--- config.mk ---
export PLATFORM = sky130hd
export DESIGN_NAME = jump_cell_reg
export DESIGN_NICKNAME = d
export VERILOG_FILES = /design/src/rtl/jcreg_pkg.sv /design/src/rtl/jcreg_ctrl.sv /design/src/rtl/jcreg_path.sv /design/src/rtl/jump_cell_reg.sv
export SDC_FILE = /design/constraint.sdc
export NUM_CORES = 1
export LEC_CHECK = 0
export CAP_MARGIN = 20
export CELL_PAD_IN_SITES_DETAIL_PLACEMENT = 1
export CELL_PAD_IN_SITES_GLOBAL_PLACEMENT = 1
export CORE_UTILIZATION = 32
export CTS_CLUSTER_DIAMETER = 120
export DETAILED_ROUTE_END_ITERATION = 8
export GPL_TIMING_DRIVEN = 0
export HOLD_SLACK_MARGIN = 0.02
export PLACE_DENSITY_LB_ADDON = 0.1
export SLEW_MARGIN = 30
export SYNTH_ARGS = -nofsm -noshare
export SYNTH_HDL_FRONTEND = slang
export SYNTH_SLANG_ARGS = --single-unit
--- constraint.sdc ---
create_clock -name clk -period 3.3 [get_ports clk]
set_clock_uncertainty 0.1 [all_clocks]
set_input_delay 0.825 -clock clk [delete_from_list [all_inputs] [get_ports clk]]
set_output_delay 0.825 -clock clk [all_outputs]
set_load 0.02 [all_outputs]
--- src/rtl/jcreg_pkg.sv ---
package jcreg_pkg;

  localparam int CellCount = 18;

  typedef logic [CellCount-1:0] cellVec_t;

  typedef struct packed {
    logic doLoad;
    logic doStep;
    logic invertRoles;
    logic injectBit;
  } regStrobe_t;

  // Role mask at jump control 0: bit k-1 set means cell k is a feedback cell.
  function automatic cellVec_t roleMask(input int cfg);
    if (cfg == 2) return 18'h0BF44;
    return 18'h2EF04;
  endfunction

  // Cells whose contents are summed into the value entering cell 1.
  function automatic cellVec_t tapMask(input int cfg);
    if (cfg == 2) return 18'h220A0;
    return 18'h28084;
  endfunction

endpackage

--- src/rtl/jcreg_ctrl.sv ---
module jcreg_ctrl
  import jcreg_pkg::*;
(
  input  logic       loadEn,
  input  logic       stepEn,
  input  logic       jumpCtl,
  input  logic       initMode,
  input  logic       injectIn,
  output regStrobe_t strobe
);

  always_comb begin
    strobe.doLoad      = loadEn;
    strobe.doStep      = stepEn && !loadEn;
    strobe.invertRoles = jumpCtl && !initMode;
    strobe.injectBit   = injectIn && initMode;
  end

endmodule

--- src/rtl/jcreg_path.sv ---
module jcreg_path
  import jcreg_pkg::*;
#(
  parameter int       CONFIG      = 1,
  parameter cellVec_t RESET_STATE = 18'h00001
) (
  input  logic       clk,
  input  logic       rst,
  input  regStrobe_t strobe,
  input  cellVec_t   loadValue,
  output cellVec_t   state,
  output logic       keyTap
);

  localparam cellVec_t RoleBase = roleMask(CONFIG);
  localparam cellVec_t TapSel   = tapMask(CONFIG);
  localparam int       TapCell  = 16;

  cellVec_t nextState;
  cellVec_t selfTerm;
  logic     loopFeed;

  assign loopFeed = (^(state & TapSel)) ^ strobe.injectBit;

  for (genvar k = 0; k < CellCount; k++) begin : g_cell
    assign selfTerm[k] = (RoleBase[k] ^ strobe.invertRoles) & state[k];
    if (k == 0) begin : g_head
      assign nextState[k] = loopFeed ^ selfTerm[k];
    end else begin : g_body
      assign nextState[k] = state[k-1] ^ selfTerm[k];
    end
  end

  always_ff @(posedge clk) begin
    if (rst)                state <= RESET_STATE;
    else if (strobe.doLoad) state <= loadValue;
    else if (strobe.doStep) state <= nextState;
  end

  assign keyTap = state[TapCell];


  load_prio_chk: assert property (@(posedge clk) disable iff (rst)
    strobe.doLoad |=> state == $past(loadValue));


  hold_chk: assert property (@(posedge clk) disable iff (rst)
    (!strobe.doLoad && !strobe.doStep) |=> $stable(state));


  nonzero_chk: assert property (@(posedge clk) disable iff (rst)
    (!strobe.doLoad && strobe.doStep && !strobe.injectBit && state != '0)
      |=> state != '0);


  tap_hold_chk: assert property (@(posedge clk) disable iff (rst)
    (!strobe.doLoad && !strobe.doStep) |=> $stable(keyTap));

endmodule

--- src/rtl/jump_cell_reg.sv ---
module jump_cell_reg
  import jcreg_pkg::*;
#(
  parameter int       CONFIG      = 1,
  parameter cellVec_t RESET_STATE = 18'h00001
) (
  input  logic        clk,
  input  logic        rst,
  input  logic        loadEn,
  input  logic [17:0] loadValue,
  input  logic        stepEn,
  input  logic        jumpCtl,
  input  logic        initMode,
  input  logic        injectIn,
  output logic [17:0] state,
  output logic        keyTap
);

  regStrobe_t strobe;

  jcreg_ctrl u_ctrl (
    .loadEn   (loadEn),
    .stepEn   (stepEn),
    .jumpCtl  (jumpCtl),
    .initMode (initMode),
    .injectIn (injectIn),
    .strobe   (strobe)
  );

  jcreg_path #(
    .CONFIG      (CONFIG),
    .RESET_STATE (RESET_STATE)
  ) u_path (
    .clk       (clk),
    .rst       (rst),
    .strobe    (strobe),
    .loadValue (loadValue),
    .state     (state),
    .keyTap    (keyTap)
  );

endmodule

Word-level counts from Yosys, hierarchy flattened
Cells that the tools add are included.
{"block": "op_classes", "n_bitwise": 38, "mux": 2, "n_reduce_logical": 7}
{"op": "18-bit 2-to-1 mux", "n": 2}
{"op": "1-bit XOR", "n": 19}
{"op": "1-bit AND", "n": 18}
{"op": "18-bit XOR reduction", "n": 1}
{"op": "1-bit logical AND", "n": 3}
{"op": "1-bit logical NOT", "n": 2}
{"op": "2-bit nonzero test", "n": 1}
{"op": "1-bit NOT", "n": 1}
{"block": "word_totals", "word_cells": 48, "out_inout_bits": 19, "inputBits": 25, "register_bits": 18}

Depth between registers and ports, before layout
Gate-level depths: netlist (run 1).
{"block": "logic_depth", "word_depth": 7, "mapped_depth": 7}

Cells and area by module
Synthesis (run 1) repeated with hierarchy kept, for this count alone.
{"block": "unflattened", "hier_cells": 150, "area_unflattened_um2": 1088.5}
{"mod": "jcreg_path", "seq_area_each_um2": 360.3, "cells_per_inst": 146, "n_inst": 1, "area_each_um2": 1058.5}
{"mod": "jcreg_ctrl", "seq_area_each_um2": 0.0, "cells_per_inst": 4, "n_inst": 1, "area_each_um2": 30.0}

Worst setup path before layout (run 1)
Ideal clock, no wire load.
{"block": "synth_path", "path_kind": "input-to-reg", "startpoint": "input port initMode", "endpoint": "register u_path.state[2]", "slack_ns": 1.291, "n_path_buf": 1, "arrival_time_ns": 1.838, "path_stages": 5, "required_ns": 3.130, "cell_sequence": "nand2b_4 -> buf_6 -> and4_1 -> or4_1 -> a21oi_1"}
{"block": "synth_between", "elab_chain_len": 7}
{"element": "start, declared", "line": "jump_cell_reg.sv:13", "text": "input logic initMode,"}
{"element": "1-bit logical NOT", "line": "jcreg_ctrl.sv:15", "text": "strobe.invertRoles = jumpCtl && !initMode;"}
{"element": "1-bit logical AND", "line": "jcreg_ctrl.sv:15"}
{"element": "1-bit NOT (no source line)"}
{"element": "1-bit AND", "line": "jcreg_path.sv:26", "text": "assign selfTerm[k] = (RoleBase[k] ^ strobe.invertRoles) & state[k];"}
{"element": "1-bit XOR", "line": "jcreg_path.sv:30", "text": "assign nextState[k] = state[k-1] ^ selfTerm[k];"}
{"element": "18-bit 2-to-1 mux", "line": "jcreg_path.sv:37", "text": "else if (strobe.doStep) state <= nextState;"}
{"element": "18-bit 2-to-1 mux", "line": "jcreg_path.sv:36", "text": "else if (strobe.doLoad) state <= loadValue;"}
{"element": "end signal, assigned", "line": "jcreg_path.sv:36"}
{"element": "end signal, assigned", "line": "jcreg_path.sv:37"}
{"element": "end, declared", "line": "jcreg_path.sv:11", "text": "output cellVec_t state,"}
No other way between the ends. The select of a mux whose other input is x is not followed.
A chain may end at the register's enable or synchronous reset.

Worst setup path in the final report (run 1)
{"block": "layout_path", "startpoint": "input port stepEn", "endpoint": "register u_path.state[12]"}
{"block": "layout_between", "elab_chain_len": 2}
{"element": "start, declared", "line": "jump_cell_reg.sv:11", "text": "input logic stepEn,"}
{"element": "1-bit logical AND", "line": "jcreg_ctrl.sv:14", "text": "strobe.doStep = stepEn && !loadEn;"}
{"element": "2-bit nonzero test (no source line)"}
No other way between the ends.

==> insert_results.sql, run 1 <==
INSERT INTO impl_metrics (metric_group, metric, value, unit) VALUES
('run_status', 'status', 'finished, final reports clean', ''),
('timing', 'rsz_0062_raised_after_global_routing', 'false', ''),
('synthesis', 'synthFlopType', 'dfxtp_1', ''),
('run', 'timing.max_cap.violations', '0', ''),
('clocking', 'ctsRootBufferMaster', 'clkbuf_4', ''),
('finish', 'largest_register_ff_count', '18', ''),
('synthesis', 'syn_inst', '147', ''),
('synthesis', 'yosys.cell_types.count', '23', ''),
('timing', 'fmaxAchievable', '399', 'MHz'),
('pwr', 'peakVddDrop', '0.127', 'mV'),
('detailed_routing', 'avgViaCountPerCell', '5.30', ''),
('timing', 'totalNegativeSetupSlack', '0', 'ps'),
('clocking', 'clock-sinks', '18', ''),
('setup_path', 'worstReg2RegEnd', 'u_path.state[15]', ''),
('clocking', 'cts.repair.resized', '0', ''),
('timing', 'final-hold-violation-count', '0', ''),
('global_routing', 'first_global_vias', '1176', ''),
('timing', 'finalCritPeriodShare', '0.759', ''),
('detailed_routing', 'remaining_drc_errors', '0', ''),
('finish', 'antenna-diode-count', '0', ''),
('detailed_routing', 'detail_route.wirelength', '3520', 'um'),
('timing', 'setup_violations', '0', ''),
('die', 'core_region_area', '3340', 'um2'),
('global_routing', 'grt_first_pass_wirelength', '5710', 'um'),
('setup_path', 'crit-reg2reg-launch', 'u_path.state[15]', ''),
('clocking', 'post_cts_hold_buffer_count', '0', ''),
('synthesis', 'main_area_contributors_after_synthesis', 'dfxtp_1 (32%), a21oi_1 (12%), nand2_1 (6.7%), and4_1 (6.3%), a311oi_1 (5.5%)', ''),
('setup_path', 'timing.critical_path.to', 'u_path.state[12]', ''),
('pwr', 'power_density', '327', 'nW/um2'),
('setup_path', 'critPathMaxFanout', '10', ''),
('synthesis', 'ys_seq_elements', '18', ''),
('timing', 'finalMaxSlewViolations', '0', ''),
('pwr', 'cellLeakagePower', '0.572', 'nW'),
('global_routing', 'initial_antenna_violation_count', '0', ''),
('setup_path', 'rr_worst_depth', '3', ''),
('setup_path', 'crit_path_end_kind', 'register', ''),
('place', 'port-buffer-count', '41', ''),
('finish', 'drive_gt1_frac', '0.0471', ''),
('synthesis', 'post-synth-top-area-cell', 'dfxtp_1', ''),
('synthesis', 'share_of_the_synthesized_area_in_the_top_cell_type', '0.323', ''),
('setup_path', 'timing.reg2reg.setup_slack', '1900', 'ps'),
('hold_path', 'holdPathStages', '2', ''),
('setup_path', 'timing.setup.critical_path_class', 'primary input to register', ''),
('place', 'globalplace.congestion', '0.763', ''),
('detailed_routing', 'detail_route.first_pass.iterations', '4', ''),
('timing', 'slew_at_the_pin_closest_to_its_max_slew_limit', '497', 'ps'),
('global_routing', 'grt_max_degree', '11', ''),
('synthesis', 'postSynthAreaPerCell', '7.58', 'um2'),
('die', 'io_pins', '44', ''),
('detailed_routing', 'initialDrtViolationCount', '23', ''),
('timing', 'slew-limit-headroom', '0.668', ''),
('finish', 'registers.top_by_ff_count', 'u_path.state', ''),
('die', 'die_h', '61.0', 'um'),
('clocking', 'cts_buffers', '3', ''),
('setup_path', 'worst-endpoint-required', '3380', 'ps'),
('finish', 'relative_area_change_from_synthesis_to_final_layout', '44.0', '%'),
('clocking', 'clock_tree.buffer_depth', '2', ''),
('place', 'detailed_place_hpwl', '2550', 'um'),
('synthesis', 'yosysWarnings', '0', ''),
('clocking', 'clock_pin_slew_on_the_worst_setup_and_hold_paths', '110', 'ps'),
('detailed_routing', 'route.detailed.wl_per_inst', '14.8', 'um'),
('clocking', 'post_cts_repair_setup_buffers', '0', ''),
('synthesis', 'synth.yosys.seq_area_share', '0.323', ''),
('finish', 'most_used_cells_in_the_layout_excluding_fill_and_tap_cells', 'clkdlybuf4s50_1 (41), a21oi_1 (27), nand2_1 (20), dfxtp_1 (18), nor2_1 (15)', ''),
('setup_path', 'timing.critical_path.from', 'stepEn', ''),
('global_routing', 'global_route.overflow_total', '0', ''),
('finish', 'layout.cells.most_common', 'clkdlybuf4s50_1', ''),
('synthesis', 'synth_area', '1110', 'um2'),
('die', 'design.die.area', '3720', 'um2'),
('synthesis', 'count_of_flip_flops_with_a_built_in_enable_after_synthesis', '0', ''),
('clocking', 'tritoncts', 'done', '');
-- cells in the mapped netlist, types with 2 or more instances --
cell type,n
a21oi_1,27
nand2_1,20
dfxtp_1,18
nor2_1,15
and4_1,8
o21ai_1,8
or4_1,8
a21boi_0,7
a311oi_1,7
clkbuf_1,6
xnor2_1,5
buf_2,3
a211o_1,2
buf_1,2
mux2i_1,2
nand3b_1,2
-- logic make-up (layout without fill, tap and decap cells) --
| group | Yosys count | in the layout | share of synthesized area |
|---|---|---|---|
| AND/OR/NAND/NOR | 57 | 57 | 0.281 |
| AO/OA/AOI/OAI | 52 | 52 | 0.282 |
| flip-flops | 18 | 18 | 0.323 |
| buffers and inverters | 13 | 57 | 0.0572 |
| XOR/XNOR | 5 | 5 | 0.0393 |
| multiplexers | 2 | 2 | 0.0180 |
-- worst max-delay path, stage by stage --
cell and delay (ps):
clkdlybuf4s50_1 500, buf_2 200, buf_2 250, clkbuf_1 390, a21boi_0 180, o21ai_1 160, a21oi_1 70
-- where the power goes --
part | internal [mW] | total [mW] | switching (mW) | leakage, nW
combinational | 0.0825 | 0.156 | 0.0736 | 0.410
sequential | 0.231 | 0.252 | 0.0211 | 0.149
clock | 0.0426 | 0.117 | 0.0742 | 0.0138
-- metal layers --
| metal | GRT usage | wire [um] | vias up | part of all wire |
|---|---|---|---|---|
| met5 | 0 | 0 | - | 0 |
| met1 | 0.296 | 1730 | 594 | 0.49 |
| met3 | 0.0336 | 97 | 4 | 0.028 |
| met4 | 0.0747 | 47 | 0 | 0.013 |
| li1 | - | - | 632 | - |
| met2 | 0.321 | 1650 | 25 | 0.47 |
-- layout make-up --
cell class | count | area [um2]
plain buffers | 13 | 63.8
multi-input cells | 116 | 691
flip-flops and latches | 18 | 360
well taps | 46 | 57.6
fillers | 423 | 1730
repair buffers | 41 | 410
clock buffers | 3 | 22.5
-- how the worst min path moves through the flow --
stage	start	end	slack, ps
4_1_cts	u_path.state[0]	u_path.state[1]	510
3_5_place_dp	u_path.state[5]	u_path.state[6]	490
6_report	u_path.state[0]	u_path.state[1]	490
5_1_grt	u_path.state[5]	u_path.state[6]	540
3_3_place_gp	u_path.state[0]	u_path.state[1]	470
2_1_floorplan	u_path.state[0]	u_path.state[1]	530
-- through the flow --
| stage | worst slack (ps) | area [um2] | power (mW) | hold WS, ps | cells |
|---|---|---|---|---|---|
| after floorplan | 1290 | 1110 | 0.337 | 532 | 147 |
| final | 796 | 1610 | 0.525 | 491 | 237 |
| after detailed placement | 486 | 1580 | 0.414 | 490 | 234 |
| after global placement | 537 | 1580 | 0.409 | 474 | 234 |
| after CTS | 811 | 1610 | 0.532 | 507 | 237 |
| after global routing | 656 | 1610 | 0.555 | 542 | 237 |
Power figures use the tool's default switching activity.
==> run 2, diff against run 1 <==
CORE_UTILIZATION = 27   (was 32)
clock period = 2.26 ns   (was 3.3 ns; I/O delays follow)
==> run 2 against run 1 <==
Against the previous run: utilization is 4.2 points lower; flip-flop and latch count stayed put; combinational power is 50% higher; non-clock buffer count is 1 higher; routed wire length is 6.1% higher; total power is 69% higher; first-iteration DRC count is 74% higher; final cell count is 1.7% higher; largest cell class unchanged; register-to-register slack worse by 1000 ps; critical path depth is 1 higher; design area is 4.0% higher.
==> insert_results.sql, run 2 (synthesis gave the netlist of run 1 again) <==
INSERT INTO impl_metrics (metric_group, metric, value, unit) VALUES
('finish', 'antenna-diode-count', '0', ''),
('finish', 'num-nets-final', '219', ''),
('timing', 'totalNegativeSetupSlack', '0', 'ps'),
('detailed_routing', 'detail_route.first_pass.iterations', '4', ''),
('finish', 'most_used_cells_in_the_layout_excluding_fill_and_tap_cells', 'clkdlybuf4s50_1 (41), a21oi_1 (27), nand2_1 (20), dfxtp_1 (18), nor2_1 (15)', ''),
('setup_path', 'timing.setup.critical_path_class', 'primary input to register', ''),
('finish', 'drive_gt1_frac', '0.0622', ''),
('global_routing', 'grt_first_pass_wirelength', '6180', 'um'),
('place', 'placement.cell_area', '1590', 'um2'),
('place', 'detailed_place_hpwl', '2700', 'um'),
('die', 'placement_rows', '22', ''),
('setup_path', 'worst_path_most_repeated_cell', 'clkbuf_4', ''),
('timing', 'setup_violations', '0', ''),
('finish', 'layout.cells.most_common', 'clkdlybuf4s50_1', ''),
('timing', 'rsz_0062_raised_after_global_routing', 'false', ''),
('detailed_routing', 'remaining_drc_errors', '0', ''),
('setup_path', 'cp-start-kind', 'primary input', ''),
('clocking', 'clock-sinks', '18', ''),
('detailed_routing', 'avgViaCountPerCell', '5.32', ''),
('timing', 'finalCritPeriodShare', '0.947', ''),
('clocking', 'source_to_sink_clock_delay_at_the_later_pin_of_the_worst_skew_pair', '260', 'ps'),
('finish', 'largest_register_ff_count', '18', ''),
('timing', 'slew-limit-headroom', '0.668', ''),
('clocking', 'htreeDepth', '1', ''),
('finish', 'largest_registers', 'u_path.state (18)', ''),
('detailed_routing', 'antenna_violating_nets_left', '0', ''),
('setup_path', 'crit_path_max_delay_family', 'buffers and inverters', ''),
('timing', 'finalMaxSlewViolations', '0', ''),
('global_routing', 'first_global_vias', '1319', ''),
('timing', 'timing.final.ws_setup', '121', 'ps'),
('setup_path', 'cell_type_of_the_slowest_stage_on_the_worst_timing_path', 'clkdlybuf4s50_1', ''),
('clocking', 'ctsRootBufferMaster', 'clkbuf_8', ''),
('setup_path', 'biggest_cell_delay_along_the_critical_path', '480', 'ps'),
('run', 'timing.max_cap.violations', '0', ''),
('die', 'io_pins', '44', ''),
('global_routing', 'initial_antenna_violation_count', '0', ''),
('global_routing', 'global_route.overflow_total', '0', ''),
('finish', 'relative_area_change_from_synthesis_to_final_layout', '49.7', '%'),
('global_routing', 'grt_max_degree', '11', ''),
('setup_path', 'critPathMaxFanout', '10', ''),
('finish', 'finish.utilization', '0.439', ''),
('timing', 'fmaxAchievable', '467', 'MHz'),
('finish', 'registers.top_by_ff_count', 'u_path.state', ''),
('setup_path', 'worst-endpoint-required', '2350', 'ps'),
('clocking', 'tritoncts', 'done', ''),
('global_routing', 'grt.total_usage', '0.188', ''),
('die', 'design.die.area', '4390', 'um2'),
('place', 'globalplace.congestion', '0.702', ''),
('finish', 'finish.instance_area', '1670', 'um2'),
('timing', 'final-hold-violation-count', '0', ''),
('die', 'die_h', '66.3', 'um'),
('run_status', 'status', 'finished, final reports clean', ''),
('detailed_routing', 'initialDrtViolationCount', '40', ''),
('setup_path', 'crit_path_end_kind', 'register', ''),
('clocking', 'post_cts_hold_buffer_count', '0', ''),
('setup_path', 'critical_path_cell_sequence', 'clkdlybuf4s50_1, clkbuf_4, buf_4, clkbuf_4, nor2_1, a311oi_1, o21ai_1, a21oi_1', ''),
('pwr', 'power_density', '530', 'nW/um2'),
('detailed_routing', 'route.detailed.wl_per_inst', '15.5', 'um'),
('timing', 'slew_at_the_pin_closest_to_its_max_slew_limit', '498', 'ps'),
('place', 'port-buffer-count', '41', ''),
('clocking', 'clock_tree.buffer_depth', '2', ''),
('pwr', 'cellLeakagePower', '0.602', 'nW'),
('clocking', 'clock_pin_slew_on_the_worst_setup_and_hold_paths', '80', 'ps'),
('place', 'dp_worst_setup_slack', '-272', 'ps'),
('detailed_routing', 'detail_route.wirelength', '3730', 'um'),
('die', 'chipWidth', '66.3', 'um'),
('pwr', 'peakVddDrop', '0.328', 'mV'),
('setup_path', 'cp.arrival', '2230', 'ps'),
('hold_path', 'timing.hold.worst.class', 'register to register', ''),
('setup_path', 'cp_num_buf_inv', '4', ''),
('timing', 'worst_hold_slack', '503', 'ps'),
('clocking', 'cts_buffers', '3', ''),
('timing', 'final_period_minus_worst_setup_slack', '2140', 'ps'),
('die', 'initial_utilization', '0.293', ''),
('die', 'core_region_area', '3800', 'um2'),
('detailed_routing', 'detailroute.via_count', '1283', '');
run 2: cell types whose count changed in the layout (fill, tap and decap cells not counted), sizes merged:
| cell | previous run | this run |
|---|---|---|
| buf | 7 | 6 |
| clkbuf | 9 | 12 |
run 2: power by group:
part           switching, mW  internal, mW  total [mW]  leakage, nW
Clock                  0.127         0.155       0.282       0.0288
Sequential            0.0317         0.337       0.369        0.149
Combinational          0.109         0.125       0.234        0.425
run 2: cell type report:
type                       instances  area, um2
fill                             460       2130
timing repair buffer              42        430
clock buffer                       4       55.1
tap                               48       60.1
sequential                        18        360
multi-input combinational        116        691
buffer                            13       72.6
run 2: routing by layer:
layer / GRT usage / up-vias / wire length (um)
li1: - / 633 / -
met1: 0.235 / 614 / 1670
met2: 0.316 / 32 / 1840
met3: 0.0431 / 4 / 178
met4: 0.0585 / 0 / 36
met5: 0 / - / 0
run 2: worst paths after layout:
check	from	to	slack, ps	cells after the start
max	stepEn	u_path.state[12]	120	8
min	u_path.state[5]	u_path.state[6]	500	2
max reg2reg	u_path.state[15]	u_path.state[15]	870	3
min reg2reg	u_path.state[5]	u_path.state[6]	500	2
run 2: what timing repair did:
item	in CTS	in global routing
setup endpoints to repair	0	11
resized for setup	0	6
buffers inserted	0	1
run 2: worst min-delay path: stages (launching register included):
cell and delay [ps]:
dfxtp_1 350, o21ai_1 140, a21oi_1 60
run 2: through the flow:
stage / power [mW] / cells
after floorplan: 0.492 / 147
after global placement: 0.599 / 236
after detailed placement: 0.607 / 236
after CTS: 0.889 / 240
after global routing: 0.942 / 241
final: 0.885 / 241
==> run 3, diff against run 2 <==
REMOVE_ABC_BUFFERS = 1   (was unset)
==> run 3 against run 2 <==
Against the previous run: design area down 4.9%; register-to-register slack worse by 30 ps; clock-buffer cell count unchanged; sequential power about the same; clock power down 2%; flip-flop and latch count unchanged; first-iteration DRC count up 73%; combinational power down 7%; final cell count down 5.0%; worst hold slack worse by 5.1 ps.
==> insert_results.sql, run 3 (synthesis gave the netlist of run 1 again) <==
INSERT INTO impl_metrics (metric_group, metric, value, unit) VALUES
('die', 'design.die.area', '4390', 'um2'),
('finish', 'most_used_cells_in_the_layout_excluding_fill_and_tap_cells', 'clkdlybuf4s50_1 (41), a21oi_1 (27), nand2_1 (20), dfxtp_1 (18), nor2_1 (15)', ''),
('detailed_routing', 'detail_route.wirelength', '3340', 'um'),
('finish', 'finish.utilization', '0.418', ''),
('place', 'detailed_place_hpwl', '2190', 'um'),
('global_routing', 'grt_max_degree', '39', ''),
('detailed_routing', 'route.detailed.wl_per_inst', '14.6', 'um'),
('finish', 'antenna-diode-count', '0', ''),
('timing', 'slew-limit-headroom', '0.519', ''),
('timing', 'slew_at_the_pin_closest_to_its_max_slew_limit', '719', 'ps'),
('timing', 'fmaxAchievable', '469', 'MHz'),
('clocking', 'cts.repair.resized', '0', ''),
('finish', 'relative_area_change_from_synthesis_to_final_layout', '42.3', '%'),
('timing', 'setup_violations', '0', ''),
('setup_path', 'worst-endpoint-required', '2340', 'ps'),
('detailed_routing', 'antenna_violating_nets_left', '0', ''),
('setup_path', 'timing.setup.critical_path_class', 'primary input to register', ''),
('setup_path', 'crit_path_end_kind', 'register', ''),
('pwr', 'power_density', '543', 'nW/um2'),
('global_routing', 'grt_first_pass_wirelength', '5350', 'um'),
('clocking', 'cts_buffers', '3', ''),
('finish', 'largest_registers', 'u_path.state (18)', ''),
('finish', 'largest_register_ff_count', '18', ''),
('place', 'placement.cell_area', '1530', 'um2'),
('finish', 'drive_gt1_frac', '0.0387', ''),
('finish', 'finish.instance_area', '1590', 'um2'),
('timing', 'finalMaxSlewViolations', '0', ''),
('timing', 'final_period_minus_worst_setup_slack', '2130', 'ps'),
('clocking', 'source_to_sink_clock_delay_at_the_later_pin_of_the_worst_skew_pair', '260', 'ps'),
('clocking', 'clock-sinks', '18', ''),
('clocking', 'htreeDepth', '1', ''),
('die', 'chipWidth', '66.3', 'um'),
('global_routing', 'first_global_vias', '1128', ''),
('detailed_routing', 'remaining_drc_errors', '0', ''),
('timing', 'rsz_0062_raised_after_global_routing', 'false', ''),
('place', 'globalplace.congestion', '0.698', ''),
('setup_path', 'cp.arrival', '2210', 'ps'),
('pwr', 'total_power', '0.862', 'mW'),
('setup_path', 'rr_worst_depth', '3', ''),
('place', 'port-buffer-count', '43', ''),
('clocking', 'clock_pin_slew_on_the_worst_setup_and_hold_paths', '70', 'ps'),
('finish', 'num-nets-final', '207', ''),
('hold_path', 'holdPathStages', '2', ''),
('die', 'io_pins', '44', ''),
('timing', 'final-hold-violation-count', '0', ''),
('run_status', 'status', 'finished, final reports clean', ''),
('die', 'die_h', '66.3', 'um'),
('clocking', 'post_cts_repair_setup_buffers', '0', ''),
('pwr', 'cellLeakagePower', '0.562', 'nW'),
('global_routing', 'initial_antenna_violation_count', '0', ''),
('hold_path', 'timing.hold.worst.class', 'register to register', ''),
('pwr', 'peakVddDrop', '0.300', 'mV'),
('clocking', 'tritoncts', 'done', ''),
('global_routing', 'global_route.overflow_total', '0', ''),
('timing', 'worst_hold_slack', '498', 'ps'),
('clocking', 'post_cts_hold_buffer_count', '0', ''),
('timing', 'finalCritPeriodShare', '0.943', ''),
('setup_path', 'cp-start-kind', 'primary input', ''),
('detailed_routing', 'initialDrtViolationCount', '69', ''),
('clocking', 'clock_tree.buffer_depth', '2', ''),
('die', 'initial_utilization', '0.293', ''),
('setup_path', 'critPathMaxFanout', '8', ''),
('clocking', 'ctsRootBufferMaster', 'clkbuf_8', ''),
('run', 'timing.max_cap.violations', '0', ''),
('die', 'core_region_area', '3800', 'um2'),
('detailed_routing', 'avgViaCountPerCell', '5.25', ''),
('detailed_routing', 'detail_route.first_pass.iterations', '2', ''),
('finish', 'layout.cells.most_common', 'clkdlybuf4s50_1', ''),
('detailed_routing', 'detailroute.via_count', '1203', ''),
('die', 'placement_rows', '22', ''),
('global_routing', 'grt.total_usage', '0.157', ''),
('finish', 'registers.top_by_ff_count', 'u_path.state', '');
[run 3: final cells by class]
class	count	area [um2]
repair buffers	43	420
well taps	48	60.1
fillers	465	2210
flip-flops and latches	18	360
multi-input cells	116	691
clock buffers	4	55.1
[run 3: power by group]
group	total, mW	leakage, nW	internal (mW)	switching [mW]
clock network	0.276	0.0288	0.155	0.121
registers	0.368	0.149	0.337	0.0305
logic	0.218	0.385	0.115	0.103
[run 3: routing by layer]
metal | wire length [um] | track usage
met4 | 12 | 0.0239
met5 | 0 | 0
met3 | 123 | 0.0362
met2 | 1660 | 0.282
met1 | 1540 | 0.193
[run 3: path summary, 6_finish.rpt]
path               startpoint                to  slack (ps)
min           u_path.state[5]   u_path.state[6]         500
min reg2reg   u_path.state[5]   u_path.state[6]         500
max                  initMode   u_path.state[2]         130
max reg2reg  u_path.state[15]  u_path.state[15]         840
[run 3: worst max-delay path, stage by stage]
cell,delay (ps)
clkdlybuf4s50_1,520
nand3b_1,340
a21oi_1,120
or4_1,530
a21oi_1,140
[run 3: stage by stage]
stage	setup slack [ps]	std cells	setup TNS (ps)
final	130	229	0
after global routing	14.8	229	0
after CTS	119	229	0
after detailed placement	-144	225	-938
after global placement	-941	225	-12640
after floorplan	591	134	0
